### config.mk
export PLATFORM = sky130hd
export DESIGN_NAME = cache_tag_dir
export DESIGN_NICKNAME = d
export VERILOG_FILES = /design/src/rtl/ctd_pkg.sv /design/src/rtl/ctd_tag_match.sv /design/src/rtl/ctd_victim_sel.sv /design/src/rtl/ctd_repl_state.sv /design/src/rtl/cache_tag_dir.sv
export SDC_FILE = /design/constraint.sdc
export NUM_CORES = 1
export LEC_CHECK = 0
export BUFFER_PORTS_ARGS = -buffer_cell sky130_fd_sc_hd__buf_2
export CAP_MARGIN = 40
export CORE_ASPECT_RATIO = 1.75
export CORE_MARGIN = 3
export CORE_UTILIZATION = 55
export CTS_BUF_LIST = sky130_fd_sc_hd__clkbuf_4 sky130_fd_sc_hd__clkbuf_8
export CTS_CLUSTER_DIAMETER = 30
export CTS_CLUSTER_SIZE = 24
export DETAILED_ROUTE_END_ITERATION = 16
export PLACE_DENSITY_LB_ADDON = 0.12
export SYNTH_ARGS = -nofsm -noshare
export SYNTH_HDL_FRONTEND = slang
export SYNTH_HIERARCHICAL = 1
export SYNTH_SLANG_ARGS = --single-unit
### constraint.sdc
create_clock -name clk -period 3.8 [get_ports clk]
set_clock_uncertainty 0.05 [all_clocks]
set_input_delay 0.76 -clock clk [delete_from_list [all_inputs] [get_ports clk]]
set_output_delay 0.76 -clock clk [all_outputs]
set_load 0.01 [all_outputs]
### src/rtl/ctd_pkg.sv
package ctd_pkg;
  typedef enum logic [1:0] {
    MODE_DIRECT = 2'd0,
    MODE_TWOWAY = 2'd1,
    MODE_FULL   = 2'd2,
    MODE_RSVD   = 2'd3
  } place_mode_e;
endpackage

### src/rtl/ctd_tag_match.sv
// Per-line candidate qualification and tag compare; one-hot match encoded to a line index.
module ctd_tag_match
  import ctd_pkg::*;
#(
  parameter int LINES = 4,
  parameter int BLK_W = 6
) (
  input  place_mode_e                   mode,
  input  logic [BLK_W-1:0]              blk,
  input  logic [LINES-1:0]              vld,
  input  logic [LINES*BLK_W-1:0]        tags,
  output logic                          hit,
  output logic [$clog2(LINES)-1:0]      hit_line
);
  localparam int IDX_W = $clog2(LINES);
  localparam int SETS  = LINES / 2;
  localparam int SET_W = $clog2(SETS);

  logic [LINES-1:0] match;

  for (genvar i = 0; i < LINES; i++) begin : g_line
    localparam logic [IDX_W-1:0] MY_IDX = IDX_W'(i);
    localparam logic [SET_W-1:0] MY_SET = SET_W'(i % SETS);
    logic cand;
    always_comb begin
      case (mode)
        MODE_TWOWAY: cand = (blk[SET_W-1:0] == MY_SET);
        MODE_FULL:   cand = 1'b1;
        default:     cand = (blk[IDX_W-1:0] == MY_IDX);
      endcase
      match[i] = vld[i] & cand & (tags[i*BLK_W +: BLK_W] == blk);
    end
  end

  always_comb begin
    hit      = |match;
    hit_line = '0;
    for (int i = 0; i < LINES; i++) begin
      if (match[i]) hit_line = IDX_W'(i);
    end
  end
endmodule

### src/rtl/ctd_victim_sel.sv
// Chooses the line a miss fills, per placement mode.
module ctd_victim_sel
  import ctd_pkg::*;
#(
  parameter int LINES = 4,
  parameter int BLK_W = 6
) (
  input  place_mode_e                   mode,
  input  logic [BLK_W-1:0]              blk,
  input  logic [LINES-1:0]              vld,
  input  logic [LINES/2-1:0]            lru,
  input  logic [$clog2(LINES)-1:0]      fifo_ptr,
  output logic [$clog2(LINES)-1:0]      fill_line
);
  localparam int IDX_W = $clog2(LINES);
  localparam int SET_W = $clog2(LINES / 2);

  logic [SET_W-1:0] set;
  logic [IDX_W-1:0] way0_line, way1_line;

  assign set       = blk[SET_W-1:0];
  assign way0_line = {1'b0, set};
  assign way1_line = {1'b1, set};

  always_comb begin
    case (mode)
      MODE_TWOWAY: begin
        if (!vld[way0_line])      fill_line = way0_line;
        else if (!vld[way1_line]) fill_line = way1_line;
        else                      fill_line = {lru[set], set};
      end
      MODE_FULL: fill_line = fifo_ptr;
      default:   fill_line = blk[IDX_W-1:0];
    endcase
  end
endmodule

### src/rtl/ctd_repl_state.sv
// Replacement bookkeeping: per-set LRU bits and a global fill pointer.
module ctd_repl_state
  import ctd_pkg::*;
#(
  parameter int LINES = 4
) (
  input  logic                          clk,
  input  logic                          rst_n,
  input  place_mode_e                   mode,
  input  logic                          upd,
  input  logic                          miss,
  input  logic [$clog2(LINES/2)-1:0]    set,
  input  logic                          way,
  output logic [LINES/2-1:0]            lru,
  output logic [$clog2(LINES)-1:0]      fifo_ptr
);
  always_ff @(posedge clk) begin
    if (!rst_n) begin
      lru      <= '0;
      fifo_ptr <= '0;
    end else if (upd) begin
      if (mode == MODE_TWOWAY) lru[set] <= ~way;
      if (mode == MODE_FULL && miss) fifo_ptr <= fifo_ptr + 1'b1;
    end
  end
endmodule

### src/rtl/cache_tag_dir.sv
module cache_tag_dir
  import ctd_pkg::*;
#(
  parameter int ADDR_W = 8,
  parameter int OFFS_W = 2,
  parameter int LINES  = 4
) (
  input  logic                                clk,
  input  logic                                rst_n,
  input  logic [1:0]                          mode_sel,
  input  logic                                req_valid,
  output logic                                req_ready,
  input  logic [ADDR_W-1:0]                   req_addr,
  output logic                                rsp_valid,
  output logic                                rsp_hit,
  output logic [LINES-1:0]                    line_valid,
  output logic [LINES*(ADDR_W-OFFS_W)-1:0]    line_tag,
  output logic [LINES/2-1:0]                  lru_state,
  output logic [$clog2(LINES)-1:0]            fifo_ptr
);
  localparam int BLK_W = ADDR_W - OFFS_W;
  localparam int IDX_W = $clog2(LINES);
  localparam int SET_W = $clog2(LINES / 2);

  place_mode_e               mode_q;
  logic [LINES-1:0]          vld_q;
  logic [LINES*BLK_W-1:0]    tag_q;
  logic [BLK_W-1:0]          blk;
  logic                      hit;
  logic [IDX_W-1:0]          hit_line, fill_line, touched;

  assign req_ready  = 1'b1;
  assign blk        = req_addr[ADDR_W-1:OFFS_W];
  assign touched    = hit ? hit_line : fill_line;
  assign line_valid = vld_q;
  assign line_tag   = tag_q;

  // Mode is latched only while reset is held.
  always_ff @(posedge clk) begin
    if (!rst_n) mode_q <= place_mode_e'(mode_sel);
  end

  ctd_tag_match #(.LINES(LINES), .BLK_W(BLK_W)) u_match (
    .mode(mode_q), .blk(blk), .vld(vld_q), .tags(tag_q),
    .hit(hit), .hit_line(hit_line)
  );

  ctd_victim_sel #(.LINES(LINES), .BLK_W(BLK_W)) u_victim (
    .mode(mode_q), .blk(blk), .vld(vld_q), .lru(lru_state),
    .fifo_ptr(fifo_ptr), .fill_line(fill_line)
  );

  ctd_repl_state #(.LINES(LINES)) u_repl (
    .clk(clk), .rst_n(rst_n), .mode(mode_q), .upd(req_valid), .miss(!hit),
    .set(blk[SET_W-1:0]), .way(touched[IDX_W-1]),
    .lru(lru_state), .fifo_ptr(fifo_ptr)
  );

  always_ff @(posedge clk) begin
    if (!rst_n) begin
      vld_q     <= '0;
      tag_q     <= '0;
      rsp_valid <= 1'b0;
      rsp_hit   <= 1'b0;
    end else begin
      rsp_valid <= req_valid;
      if (req_valid) begin
        rsp_hit <= hit;
        if (!hit) begin
          vld_q[fill_line]                  <= 1'b1;
          tag_q[fill_line*BLK_W +: BLK_W]   <= blk;
        end
      end
    end
  end
endmodule

==> flow_summary.toml <==
[grt]
grt-ovfl-total = 0
grt_max_degree = 26
grtUsageTotal_pct = 26.2
grt_pass1_vias = 1929
grt_pass1_wl_um = 9450
antenna_found_initial = 0

[routing]
first_iter_violations = 36
firstDrtPassIters = 4
via_count = 2010
drt_wl_total_um = 5890
drtAntennaViolNets = 0
route.detailed.drc = 0
wl_per_cell_um = 17.3
viasPerCell = 5.89

[floorplanning]
coreArea_sq_um = 3740
die-width_um = 54.0
num_rows = 29
die_h_um = 90.0
pin_count = 48
die_area_sq_um = 4860
initial_core_util_pct = 59.4

[place]
portBuffers = 44
dpl-instance-area_sq_um = 2450
dpl.cell_count = 333
dpl.hpwl_um = 4300
gp_congestion = 0.903

[critical_path]
crit_fanout = 13
crit_chain = "inv_1 -> ha_1 -> nand2b_1 -> o221ai_1 -> inv_1 -> ha_1 -> and4bb_1 -> a211oi_2 -> o21ai_1"
cp.arrival_ps = 2990
max_stage_delay_ps = 550
worstPathRequired_ps = 3910
startpoint_type = "flip-flop"
end_kind = "flip-flop"
slowest_stage = "ha_1"
path_class = "flip-flop to flip-flop"

[power_and_ir_drop]
leakage_nw = 1.08
clockPowerShare_pct = 31.2
switching_share_pct = 31.1
p_int_uw = 622
seqPwrFrac_pct = 45.2
ir_drop_v = 0.000355
powerDensity_nw_per_um2 = 355
p_switching_uw = 281
total_power_uw = 902
pwr-share-comb_pct = 23.7

[sta]
finalCritPeriodShare_pct = 75.7
final.min_clock_period_ps = 2870
rsz0062_at_grt = "no"
finalSetupTns_ps = 0
final-hold-violation-count = 0
final_max_slew_viol_count = 0
setup_viol = 0
clock.fmax_mhz = 348

[final_layout]
drive_gt1_share_pct = 22.4
area_delta_synth_final_pct = 14.7
mostFrequentLayoutCell = "buf_2"
nets = 319
fill_cells = 356
final_cell_mix = "44 x buf_2, 34 x dfxtp_1, 23 x nand3_1"
finalNonFillerCells = 341
fin_area_sq_um = 2540
diodes = 0

[synth]
synth_area_sq_um = 2220
syn_inst = 252
yosysWarnings = 6
syn_nets = 277
avgSynthCellArea_sq_um = 8.81

[clocking]
clk_pin_slew_ps = 70
cts_root_buffer = "clkbuf_8"
cts.sinks = 36
h-tree-depth = 2
insertion_delay_ps = 290
cts_buffers = 5
cts_tree = "done"
postCtsSetupBuffers = 0
cts_resized = 0
clock_path_buffers = 2
postCtsHoldBufs = 0

[hold_path]
min_path_type = "flip-flop to flip-flop"

[status]
run_status = "completed"

[flow_run]
cap_violations = 0
[through the flow]
step | hold WS [ps] | setup WS, ps | util [%]
detailed placement | 421 | 757 | 65.6
finish | 431 | 925 | 68.1
floorplan | 449 | 889 | -
CTS | 432 | 958 | 68.1
global route | 463 | 727 | 68.1
global placement | 411 | 782 | 65.6
[power groups by stage]
stage | clock (mW) | sequential, mW | combinational [mW]
finish | 0.281 | 0.408 | 0.214
global route | 0.300 | 0.409 | 0.235
CTS | 0.289 | 0.408 | 0.210
detailed placement | 0 | 0.416 | 0.208
global placement | 0 | 0.416 | 0.206
floorplan | 0 | 0.417 | 0.145
[area by class of cell]
type | instances | area [sq um] | area share, %
Multi-Input combinational cell | 195 | 1380 | 54.1
Sequential cell | 36 | 741 | 29.1
Tap cell | 46 | 57.6 | 2.26
Clock buffer | 6 | 82.6 | 3.24
Timing Repair Buffer | 47 | 243 | 9.54
Clock inverter | 2 | 10.0 | 0.393
Inverter | 9 | 33.8 | 1.33
[worst paths after layout]
check	cells after the start	from	endpoint	slack [ps]
max	9	mode_q[0]$_DFFE_PN_	line_tag[14]$_SDFFE_PN0P_	930
min	2	line_tag[16]$_SDFFE_PN0P_	line_tag[16]$_SDFFE_PN0P_	430
max reg2reg	9	mode_q[0]$_DFFE_PN_	line_tag[14]$_SDFFE_PN0P_	930
min reg2reg	2	line_tag[16]$_SDFFE_PN0P_	line_tag[16]$_SDFFE_PN0P_	430
[routing by layer]
layer / share of wire [%] / global-route usage [%]
met2: 53 / 44.7
met5: 0 / 0
met1: 38 / 28.9
met3: 3.8 / 4.14
met4: 5.0 / 14.6
[critical path, delay by kind of cell, from the launching register on]
kind / cells / cell delay (ps)
adder cells (fa/ha/maj): 2 / 900
AO/OA/AOI/OAI: 3 / 620
flip-flops: 1 / 490
AND/OR/NAND/NOR: 2 / 430
buffers and inverters: 2 / 250
[sequential cells by signal, summed over array words and instances (netlist names)]
signal,flops
line_tag,24
line_valid,4
mode_q,2
rsp_hit,1
rsp_valid,1
u_repl/fifo_ptr,2
u_repl/lru,2
Power figures use the tool's default switching activity.
